<file path="src/rtl/rpool_pkg.sv">
// Package: shared default sizes for the rename register pool.
// Assumes: users may override these at the top level.
package rpool_pkg;
    localparam int unsigned POOL_REGS = 16;
    localparam int unsigned POOL_ARCH = 4;
    localparam int unsigned POOL_DW   = 16;
endpackage

</file>
<file path="src/rtl/rpool_list.sv">
// Module: head/tail/empty control for one singly linked list.
// The links themselves live in the register array. This module only
// requests a link write when a push must chain behind the old tail.
// Assumes: push_id is not already a member of this list, and head_link
// is the stored link of the current head.
module rpool_list #(
    parameter int unsigned ID_W       = 4,
    parameter bit          INIT_EMPTY = 1'b1,
    parameter int unsigned INIT_HEAD  = 0,
    parameter int unsigned INIT_TAIL  = 0
) (
    input  logic            clk,
    input  logic            rst_n,
    input  logic            push,
    input  logic [ID_W-1:0] push_id,
    input  logic            pop,
    input  logic [ID_W-1:0] head_link,
    output logic [ID_W-1:0] head,
    output logic            empty,
    output logic            pop_ok,
    output logic            lk_we,
    output logic [ID_W-1:0] lk_addr,
    output logic [ID_W-1:0] lk_data
);
    logic [ID_W-1:0] tail;
    logic            last;

    // purpose: decide whether the pop is legal and whether this push needs a link write
    always_comb begin
        pop_ok  = pop && !empty;
        last    = (head == tail);
        lk_we   = push && !(empty || (pop_ok && last));
        lk_addr = tail;
        lk_data = push_id;
    end

    // purpose: update head, tail and empty for a push, a pop or both
    always_ff @(posedge clk) begin
        if (!rst_n) begin
            head  <= ID_W'(INIT_HEAD);
            tail  <= ID_W'(INIT_TAIL);
            empty <= INIT_EMPTY;
        end else if (push) begin
            tail  <= push_id;
            empty <= 1'b0;
            if (empty || (pop_ok && last))
                head <= push_id;
            else if (pop_ok)
                head <= head_link;
        end else if (pop_ok) begin
            if (last)
                empty <= 1'b1;
            else
                head <= head_link;
        end
    end

    p_push_tail_r6: assert property (@(posedge clk) disable iff (!rst_n)
        push |=> (tail == $past(push_id)) && !empty);
    p_pop_advance_r2: assert property (@(posedge clk) disable iff (!rst_n)
        (pop && !empty && head != tail && !push) |=> head == $past(head_link));
    p_empty_pop_ignored_r7: assert property (@(posedge clk) disable iff (!rst_n)
        (pop && empty && !push) |=> empty && $stable(head));
    p_last_pop_empties_r9: assert property (@(posedge clk) disable iff (!rst_n)
        (pop && !empty && head == tail && !push) |=> empty);
endmodule

</file>
<file path="src/rtl/rpool_wb_stage.sv">
// Module: one-cycle delay for writeback results before they reach the array.
// Assumes: at most one writeback per cycle.
module rpool_wb_stage #(
    parameter int unsigned ID_W   = 4,
    parameter int unsigned DATA_W = 16
) (
    input  logic              clk,
    input  logic              rst_n,
    input  logic              in_en,
    input  logic [ID_W-1:0]   in_id,
    input  logic [DATA_W-1:0] in_data,
    output logic              out_en,
    output logic [ID_W-1:0]   out_id,
    output logic [DATA_W-1:0] out_data
);
    // purpose: hold the presented result for one cycle
    always_ff @(posedge clk) begin
        if (!rst_n) begin
            out_en   <= 1'b0;
            out_id   <= '0;
            out_data <= '0;
        end else begin
            out_en   <= in_en;
            out_id   <= in_id;
            out_data <= in_data;
        end
    end

    p_stage_delay_r5: assert property (@(posedge clk) disable iff (!rst_n)
        in_en |=> out_en && out_id == $past(in_id));
endmodule

</file>
<file path="src/rtl/rpool_regs.sv">
// Module: per-entry storage for data, valid bit, architectural tag and link.
// At reset, entries below ARCH_REGS hold the committed mappings, and the
// remaining entries are chained in ascending order.
// Assumes: the two link write ports never target the same entry, and an
// allocation overrides a delayed writeback to the same entry.
module rpool_regs #(
    parameter int unsigned NUM_REGS  = 16,
    parameter int unsigned ARCH_REGS = 4,
    parameter int unsigned DATA_W    = 16,
    parameter int unsigned ID_W      = 4,
    parameter int unsigned TAG_W     = 2
) (
    input  logic              clk,
    input  logic              rst_n,
    input  logic              w_en,
    input  logic [ID_W-1:0]   w_id,
    input  logic [DATA_W-1:0] w_data,
    input  logic              al_en,
    input  logic [ID_W-1:0]   al_id,
    input  logic [TAG_W-1:0]  al_tag,
    input  logic              lka_we,
    input  logic [ID_W-1:0]   lka_addr,
    input  logic [ID_W-1:0]   lka_data,
    input  logic              lkb_we,
    input  logic [ID_W-1:0]   lkb_addr,
    input  logic [ID_W-1:0]   lkb_data,
    input  logic [ID_W-1:0]   ra_id,
    output logic [ID_W-1:0]   ra_link,
    input  logic [ID_W-1:0]   rb_id,
    output logic [ID_W-1:0]   rb_link,
    output logic [TAG_W-1:0]  rb_tag,
    input  logic [ID_W-1:0]   rd_id,
    output logic [DATA_W-1:0] rd_data,
    output logic              rd_valid
);
    logic [DATA_W-1:0] data_q  [NUM_REGS];
    logic              valid_q [NUM_REGS];
    logic [TAG_W-1:0]  tag_q   [NUM_REGS];
    logic [ID_W-1:0]   link_q  [NUM_REGS];

    // purpose: reset the contents and apply writeback, allocation and link writes
    always_ff @(posedge clk) begin
        if (!rst_n) begin
            for (int i = 0; i < int'(NUM_REGS); i++) begin
                data_q[i]  <= '0;
                valid_q[i] <= (i < int'(ARCH_REGS));
                tag_q[i]   <= (i < int'(ARCH_REGS)) ? TAG_W'(i) : '0;
                link_q[i]  <= ID_W'(i + 1);
            end
        end else begin
            if (w_en) begin
                data_q[w_id]  <= w_data;
                valid_q[w_id] <= 1'b1;
            end
            if (al_en) begin
                valid_q[al_id] <= 1'b0;
                tag_q[al_id]   <= al_tag;
            end
            if (lka_we) link_q[lka_addr] <= lka_data;
            if (lkb_we) link_q[lkb_addr] <= lkb_data;
        end
    end

    // purpose: combinational read ports
    always_comb begin
        ra_link  = link_q[ra_id];
        rb_link  = link_q[rb_id];
        rb_tag   = tag_q[rb_id];
        rd_data  = data_q[rd_id];
        rd_valid = valid_q[rd_id];
    end

    p_wb_sets_valid_r5: assert property (@(posedge clk) disable iff (!rst_n)
        (w_en && !(al_en && al_id == w_id)) |=> valid_q[$past(w_id)]);
    p_alloc_clears_r3: assert property (@(posedge clk) disable iff (!rst_n)
        al_en |=> !valid_q[$past(al_id)] && tag_q[$past(al_id)] == $past(al_tag));
    p_link_ports_apart: assert property (@(posedge clk) disable iff (!rst_n)
        (lka_we && lkb_we) |-> lka_addr != lkb_addr);
endmodule

</file>
<file path="src/rtl/rpool_top.sv">
// Module: rename register pool. The free list and the in-flight list
// share one link array. Allocation moves the free head to the in-flight
// tail, release pushes onto the free tail, retire pops the in-flight head.
// Assumes: a released entry is in neither list, and writeback targets an
// allocated entry.
module rpool_top
    import rpool_pkg::*;
#(
    parameter int unsigned NUM_REGS  = POOL_REGS,
    parameter int unsigned ARCH_REGS = POOL_ARCH,
    parameter int unsigned DATA_W    = POOL_DW,
    localparam int unsigned ID_W     = $clog2(NUM_REGS),
    localparam int unsigned TAG_W    = (ARCH_REGS > 1) ? $clog2(ARCH_REGS) : 1
) (
    input  logic              clk,
    input  logic              rst_n,
    input  logic              alloc_req,
    input  logic [TAG_W-1:0]  alloc_tag,
    output logic [ID_W-1:0]   alloc_id,
    output logic              free_empty,
    input  logic              wb_en,
    input  logic [ID_W-1:0]   wb_id,
    input  logic [DATA_W-1:0] wb_data,
    input  logic              retire_req,
    output logic [ID_W-1:0]   retire_id,
    output logic [TAG_W-1:0]  retire_tag,
    output logic              inflight_empty,
    input  logic              rel_en,
    input  logic [ID_W-1:0]   rel_id,
    input  logic [ID_W-1:0]   rd_id,
    output logic [DATA_W-1:0] rd_data,
    output logic              rd_valid
);
    logic              alloc_fire, retire_fire;
    logic [ID_W-1:0]   free_link, inf_link;
    logic              f_we, i_we;
    logic [ID_W-1:0]   f_addr, f_data, i_addr, i_data;
    logic              wq_en;
    logic [ID_W-1:0]   wq_id;
    logic [DATA_W-1:0] wq_data;

    rpool_list #(.ID_W(ID_W), .INIT_EMPTY(ARCH_REGS >= NUM_REGS),
                 .INIT_HEAD(ARCH_REGS), .INIT_TAIL(NUM_REGS - 1)) u_free (
        .clk(clk), .rst_n(rst_n), .push(rel_en), .push_id(rel_id),
        .pop(alloc_req), .head_link(free_link), .head(alloc_id),
        .empty(free_empty), .pop_ok(alloc_fire),
        .lk_we(f_we), .lk_addr(f_addr), .lk_data(f_data));

    rpool_list #(.ID_W(ID_W), .INIT_EMPTY(1'b1),
                 .INIT_HEAD(0), .INIT_TAIL(0)) u_infl (
        .clk(clk), .rst_n(rst_n), .push(alloc_fire), .push_id(alloc_id),
        .pop(retire_req), .head_link(inf_link), .head(retire_id),
        .empty(inflight_empty), .pop_ok(retire_fire),
        .lk_we(i_we), .lk_addr(i_addr), .lk_data(i_data));

    rpool_wb_stage #(.ID_W(ID_W), .DATA_W(DATA_W)) u_wb (
        .clk(clk), .rst_n(rst_n), .in_en(wb_en), .in_id(wb_id),
        .in_data(wb_data), .out_en(wq_en), .out_id(wq_id), .out_data(wq_data));

    rpool_regs #(.NUM_REGS(NUM_REGS), .ARCH_REGS(ARCH_REGS), .DATA_W(DATA_W),
                 .ID_W(ID_W), .TAG_W(TAG_W)) u_regs (
        .clk(clk), .rst_n(rst_n),
        .w_en(wq_en), .w_id(wq_id), .w_data(wq_data),
        .al_en(alloc_fire), .al_id(alloc_id), .al_tag(alloc_tag),
        .lka_we(f_we), .lka_addr(f_addr), .lka_data(f_data),
        .lkb_we(i_we), .lkb_addr(i_addr), .lkb_data(i_data),
        .ra_id(alloc_id), .ra_link(free_link),
        .rb_id(retire_id), .rb_link(inf_link), .rb_tag(retire_tag),
        .rd_id(rd_id), .rd_data(rd_data), .rd_valid(rd_valid));

    p_alloc_enters_infl_r4: assert property (@(posedge clk) disable iff (!rst_n)
        alloc_fire |=> !inflight_empty);
    p_empty_alloc_ignored_r7: assert property (@(posedge clk) disable iff (!rst_n)
        (alloc_req && free_empty && !retire_req) |=> $stable(inflight_empty) && $stable(retire_id));
    p_retire_drop_r8: assert property (@(posedge clk) disable iff (!rst_n)
        (retire_fire && alloc_fire) |=> !inflight_empty);
endmodule

</file>
<file path="config.mk">
export PLATFORM = sky130hd
export DESIGN_NAME = rpool_top
export DESIGN_NICKNAME = d
export VERILOG_FILES = /design/src/rtl/rpool_pkg.sv /design/src/rtl/rpool_list.sv /design/src/rtl/rpool_wb_stage.sv /design/src/rtl/rpool_regs.sv /design/src/rtl/rpool_top.sv
export SDC_FILE = /design/constraint.sdc
export NUM_CORES = 1
export LEC_CHECK = 0
export BUFFER_PORTS_ARGS = -buffer_cell sky130_fd_sc_hd__buf_4
export CAP_MARGIN = 10
export CORE_MARGIN = 4
export CORE_UTILIZATION = 25
export CTS_BUF_LIST = sky130_fd_sc_hd__clkbuf_8
export DETAILED_ROUTE_END_ITERATION = 10
export PLACE_DENSITY = 0.45
export SYNTH_ARGS = -nofsm -noshare
export SYNTH_HDL_FRONTEND = slang
export SYNTH_SLANG_ARGS = --single-unit
</file>
<file path="constraint.sdc">
create_clock -name clk -period 2.3 [get_ports clk]
set_input_delay 0.23 -clock clk [delete_from_list [all_inputs] [get_ports clk]]
set_output_delay 0.23 -clock clk [all_outputs]
set_load 0.02 [all_outputs]
</file>
Word-level counts from Yosys, hierarchy flattened
Memory sizes are Yosys's and may differ from the RTL's. A register that Yosys moved wholly into a read port is not among the register bits.
Index checks and enable logic that the tools add are counted.
Cells by class
  equal/unequal tests: 4
  mux-type cells: 50
  bitwise logic cells: 1
  reductions and logical operators: 28
Operator list (count)
  4-bit two-way mux: 24
  1-bit two-way mux: 24
  16-bit two-way mux: 1
  16-bit OR reduction: 1
  2-bit nonzero test: 5
  4-bit == test: 2
  4-bit OR reduction: 2
  1-bit logical AND: 6
  3-bit AND reduction: 2
  1-bit logical NOT: 4
  2-bit AND reduction: 2
  2-bit OR reduction: 2
  1-bit logical OR: 2
  2-bit two-way mux: 1
  2-bit by 1-bit != test with 1-bit output, second input constant: 1
  2-bit != test, second input constant: 1
  1-bit OR reduction: 2
  1-bit inverter: 1
Word-level totals
  flip-flop bits (word level): 39
  RAM bits: 368
  output and inout bits: 29
  logic and storage cells: 96
  memories kept: 4
Memories
  u_regs.data_q: words 16, bits a word 16, rd ports 1, clocked after Yosys merged registers in 0, write ports 16, line rpool_regs.sv:36  | logic [DATA_W-1:0] data_q [NUM_REGS];
  u_regs.link_q: words 16, bits a word 4, rd ports 2, clocked after Yosys merged registers in 2, write ports 16, line rpool_regs.sv:39  | logic [ID_W-1:0] link_q [NUM_REGS];
  u_regs.tag_q: words 16, bits a word 2, rd ports 1, clocked after Yosys merged registers in 1, write ports 16, line rpool_regs.sv:38  | logic [TAG_W-1:0] tag_q [NUM_REGS];
  u_regs.valid_q: words 16, bits a word 1, rd ports 1, clocked after Yosys merged registers in 0, write ports 16, line rpool_regs.sv:37  | logic valid_q [NUM_REGS];

Depth between registers and ports, before layout
  depth in word-level cells: 11
  mapped depth: 8
  depth with buffers taken out: 5

Cells and area by module
A second synthesis with hierarchy kept.
Unflattened totals
  cell total of the unflattened synthesis: 1482
  area total of the unflattened synthesis: 19949.1 um2
Modules (own cells, without submodules)
  rpool_regs: times used 1, cells each 1319, area an instance 18283.8 um2, sequential area each 10890.4 um2
  rpool_wb_stage: times used 1, cells each 44, area an instance 593.1 um2, sequential area each 420.4 um2
  rpool_list at u_infl: times used 1, cells each 63, area an instance 550.5 um2, sequential area each 180.2 um2
  rpool_list at u_free: times used 1, cells each 56, area an instance 521.8 um2, sequential area each 180.2 um2

Worst setup path after synthesis
OpenSTA, ideal clock, no wires.
  path kind: register to register
  from: reg u_wb.out_en
  to: mem u_regs.data_q[4][0] (enable)
  data arrival time: 2.033 ns
  data required time: 1.889 ns
  slack: -0.144 ns
  stages on the path, launching flop included: 5
  path buffers: 1
  cell sequence: dfxtp_1 nand2_1 or3_1 clkbuf_1 o21ai_0
RTL lines
  start: declaration: line rpool_wb_stage.sv:12  | output logic out_en,
  start signal: assignment: line rpool_wb_stage.sv:23  | out_en <= in_en;
  end: declaration: line rpool_regs.sv:36

==> impl_metrics.csv <==
group,metric,value,unit
place,globalplace.congestion,0.810,
timing,finClkSkew,0.0491,ns
clocking,tritoncts,"done",
logic_synthesis,yosys-top-cells-count,"edfxtp_1 (352), and2_1 (198), mux4_2 (115), and3_1 (103), clkbuf_1 (97)",
floorplanning,core-area,78900,um2
finish,multi_input_area,7520,um2
logic_synthesis,synth_cells,1418,
status,failed_checks,"negative setup slack",
timing,finalSetupViolations,19,
grt,grt_pass1_wl,91500,um
finish,nNetsFinal,1633,
worst_setup_path,cp.arrival,2.41,ns
routing,drt_iter0_drc,1132,
timing,timing.fmax,378,MHz
timing,timing.final.crit_share,115,%
worst_setup_path,critPathMaxFanout,9,
floorplanning,dieArea,84100,um2
worst_setup_path,path_cells,"buf_12 > mux4_2 > mux4_2 > buf_6",
power_and_ir_drop,p_leak,9.11,nW
routing,postRouteAntennaNets,0,
timing,whs,0.0705,ns
clocking,cts_sinks,415,
floorplanning,die_width,290,um
routing,drt-total-wl,62700,um
timing,maxSlewViolCount,0,
logic_synthesis,syn_area,19900,um2
logic_synthesis,yosysMostFrequentCell,"edfxtp_1",
clocking,clk_pin_slew,0.05,ns
worst_setup_path,critPathTopFamily,"multiplexers",
grt,grt_antenna_before_repair,4,
worst_setup_path,cpMaxStageDelayCell,"mux4_2",
logic_synthesis,ys_seq_area_share,59.5,%
finish,final_layout_size_suffix_gt1_share,28.1,%
job,max_cap_violations,0,
logic_synthesis,ys_ff_latch,415,
routing,detail_route.vias_per_cell,4.82,
clocking,cts.path.max_buffers,3,
finish,n_fill_cell,7903,
grt,grt_pass1_vias,13300,
worst_setup_path,critPathMaxStageDelay,0.56,ns
logic_synthesis,synthDominantCellAreaShare,53.2,%
routing,drt_pre_antenna_iters,5,
worst_setup_path,critPathLaunchType,"register",
floorplanning,io_pins,65,
finish,area_growth,23.3,%
worst_setup_path,critical_path.most_common_cell,"mux4_2",
finish,seq_area,11800,um2
grt,grt_max_degree,43,
logic_synthesis,ys_types,72,
clocking,cts_root_buffer,"clkbuf_8",
status,status,"complete, but fails checks",
timing,rsz0062_at_grt,"true",
place,place_ws,0.0135,ns
timing,hold_viol,0,
floorplanning,die_h,290,um
place,numPortBuffers,64,
timing,worstMarginPinSlew,0.804,ns
power_and_ir_drop,ir_worst_vdd,0.392,mV
place,dp_hpwl,40800,um
clocking,htree_levels,3,
logic_synthesis,synthTopCellsByArea,"edfxtp_1 (53%), mux4_2 (13%), dfxtp_1 (6.3%)",
logic_synthesis,ys_async_sr_fraction,0,%
routing,vias,13100,
hold_path,hold_path_class,"in -> reg",
clocking,numCtsBuffers,79,
grt,gr-total-overflow,0,
timing,timing.slew.headroom,46.0,%
floorplanning,initial_core_util,25.2,%
clocking,clock_latency,0.68,ns
logic_synthesis,synth_fp_nets,1454,
power_and_ir_drop,cellPowerDensity,762,nW/um2
worst_setup_path,required,2.07,ns
timing,finalCriticalPeriod,2.64,ns
worst_setup_path,crit_type,"reg -> out",
worst_setup_path,critPathCaptureType,"primary output",
routing,wire_per_inst,23.1,um
logic_synthesis,syn_area_per_cell,14.0,um2
timing,setup_slack,-0.342,ns
logic_synthesis,ys.flop_type,"edfxtp_1",
logic_synthesis,synth_top_area_cell,"edfxtp_1",
logic_synthesis,synth_edf_count,352,
routing,route.detailed.drc,0,
grt,track_usage,14.6,%
floorplanning,row_count,103,
worst_setup_path,path_buf_inv,2,
logic_synthesis,ys_warn_count,0,
==> cell type report <==
| type | instances | area share, % |
|---|---|---|
| antenna | 1 | 0.0102 |
| clock buffer | 90 | 5.05 |
| clock inverter | 57 | 1.72 |
| inverter | 13 | 0.199 |
| multi-input combinational | 860 | 30.7 |
| sequential | 415 | 48.3 |
| tap | 1050 | 5.36 |
| timing repair buffer | 228 | 8.71 |
==> state kept, by name (all words and copies together) (netlist names), named ones only <==
signal	cells
u_wb.out_data	16
u_regs.valid_q	16
u_wb.out_id	4
u_regs.tag_q	32
u_free.lk_addr	4
u_infl.lk_addr	4
u_wb.out_en	1
u_free.head	4
u_free.empty	1
u_infl.head	4
u_regs.data_q	256
u_regs.link_q	64
u_infl.empty	1
==> power breakdown <==
| part | internal, mW | total [mW] | switching (mW) |
|---|---|---|---|
| registers | 8.41 | 8.63 | 0.223 |
| clock network | 4.20 | 7.57 | 3.37 |
| logic | 1.03 | 2.47 | 1.44 |
| total | 13.6 | 18.7 | 5.03 |
==> layer usage <==
metal,vias to the layer above,track usage [%],routed length (um)
met5,-,0,0
met4,0,4.04,1340
met3,94,2.71,3930
met2,451,23.6,29700
met1,6716,20.1,27700
li1,5830,-,-
==> through the flow <==
| step | area, um2 | power, mW | instances | utilization (%) | setup TNS (ns) |
|---|---|---|---|---|---|
| 6_report | 24500 | 18.7 | 2714 | 31.1 | -2.94 |
| 5_1_grt | 24500 | 19.4 | 2714 | 31.1 | -4.43 |
| 4_1_cts | 24500 | 18.9 | 2709 | 31.0 | -4.28 |
| 3_5_place_dp | 22400 | 11.2 | 2530 | 28.4 | 0 |
| 3_3_place_gp | 22400 | 11.2 | 2530 | 28.4 | 0 |
| 2_1_floorplan | 19900 | 10.1 | 1418 | - | -4.34 |
==> worst reg2reg max path, delay by kind of cell, from the launching register on <==
family | cells | cell delay, ns
AO/OA/AOI/OAI | 2 | 0.42
XOR/XNOR | 1 | 0.19
buffers and inverters | 1 | 0.20
flip-flops | 1 | 0.35
AND/OR/NAND/NOR | 2 | 0.81
==> layout by cell type, fill, tap and decap left out, drive strengths merged, types with 8 or more instances in the layout <==
| cell | synthesis | layout |
|---|---|---|
| edfxtp | 352 | 352 |
| and2 | 198 | 198 |
| buf | 32 | 197 |
| mux4 | 122 | 122 |
| and3 | 103 | 103 |
| clkbuf | 98 | 90 |
| nand2 | 72 | 72 |
| dfxtp | 63 | 63 |
| nor2 | 56 | 56 |
| o21ai | 36 | 36 |
| inv | 8 | 35 |
| dlygate4sd3 | 0 | 31 |
| clkinv | 5 | 29 |
| nand3 | 27 | 27 |
| mux2i | 24 | 24 |
| a21oi | 20 | 20 |
| nor3 | 18 | 18 |
| nor2b | 18 | 18 |
| a22oi | 15 | 15 |
| a31oi | 14 | 14 |
| a211oi | 13 | 13 |
| nand2b | 11 | 11 |
| o22ai | 10 | 10 |
| xor2 | 8 | 8 |
==> final timing paths <==
check	startpoint	endpoint	slack [ns]	cells after the start
hold reg to reg	u_regs.valid_q[13]	u_regs.valid_q[13]	0.47	2
hold / removal	rel_id[1]	u_regs.link_q[8][1]	0.07	2
setup / recovery	register	retire_tag[1]	-0.34	4
setup reg to reg	u_infl.head[2]	u_regs.link_q[10][0]	0.07	6
==> what timing repair did <==
item / in CTS / in global routing
pin swaps: 0 / 2
endpoints found under the setup margin: 19 / 27
hold buffers: 31 / 0
gates resized for setup: 19 / 6
endpoints found under the hold margin: 54 / 0
setup buffers: 1 / 4
==> logic make-up after synthesis <==
logic type	count (synthesis)	synth area share (%)
buffers and inverters	143	3.08
and+or+nand+nor	531	15.1
DFF	415	59.5
AOI/OAI and AO/OA	175	6.74
muxes	146	15.2
xor gates and xnor gates	8	0.353
Power figures use the tool's default switching activity.
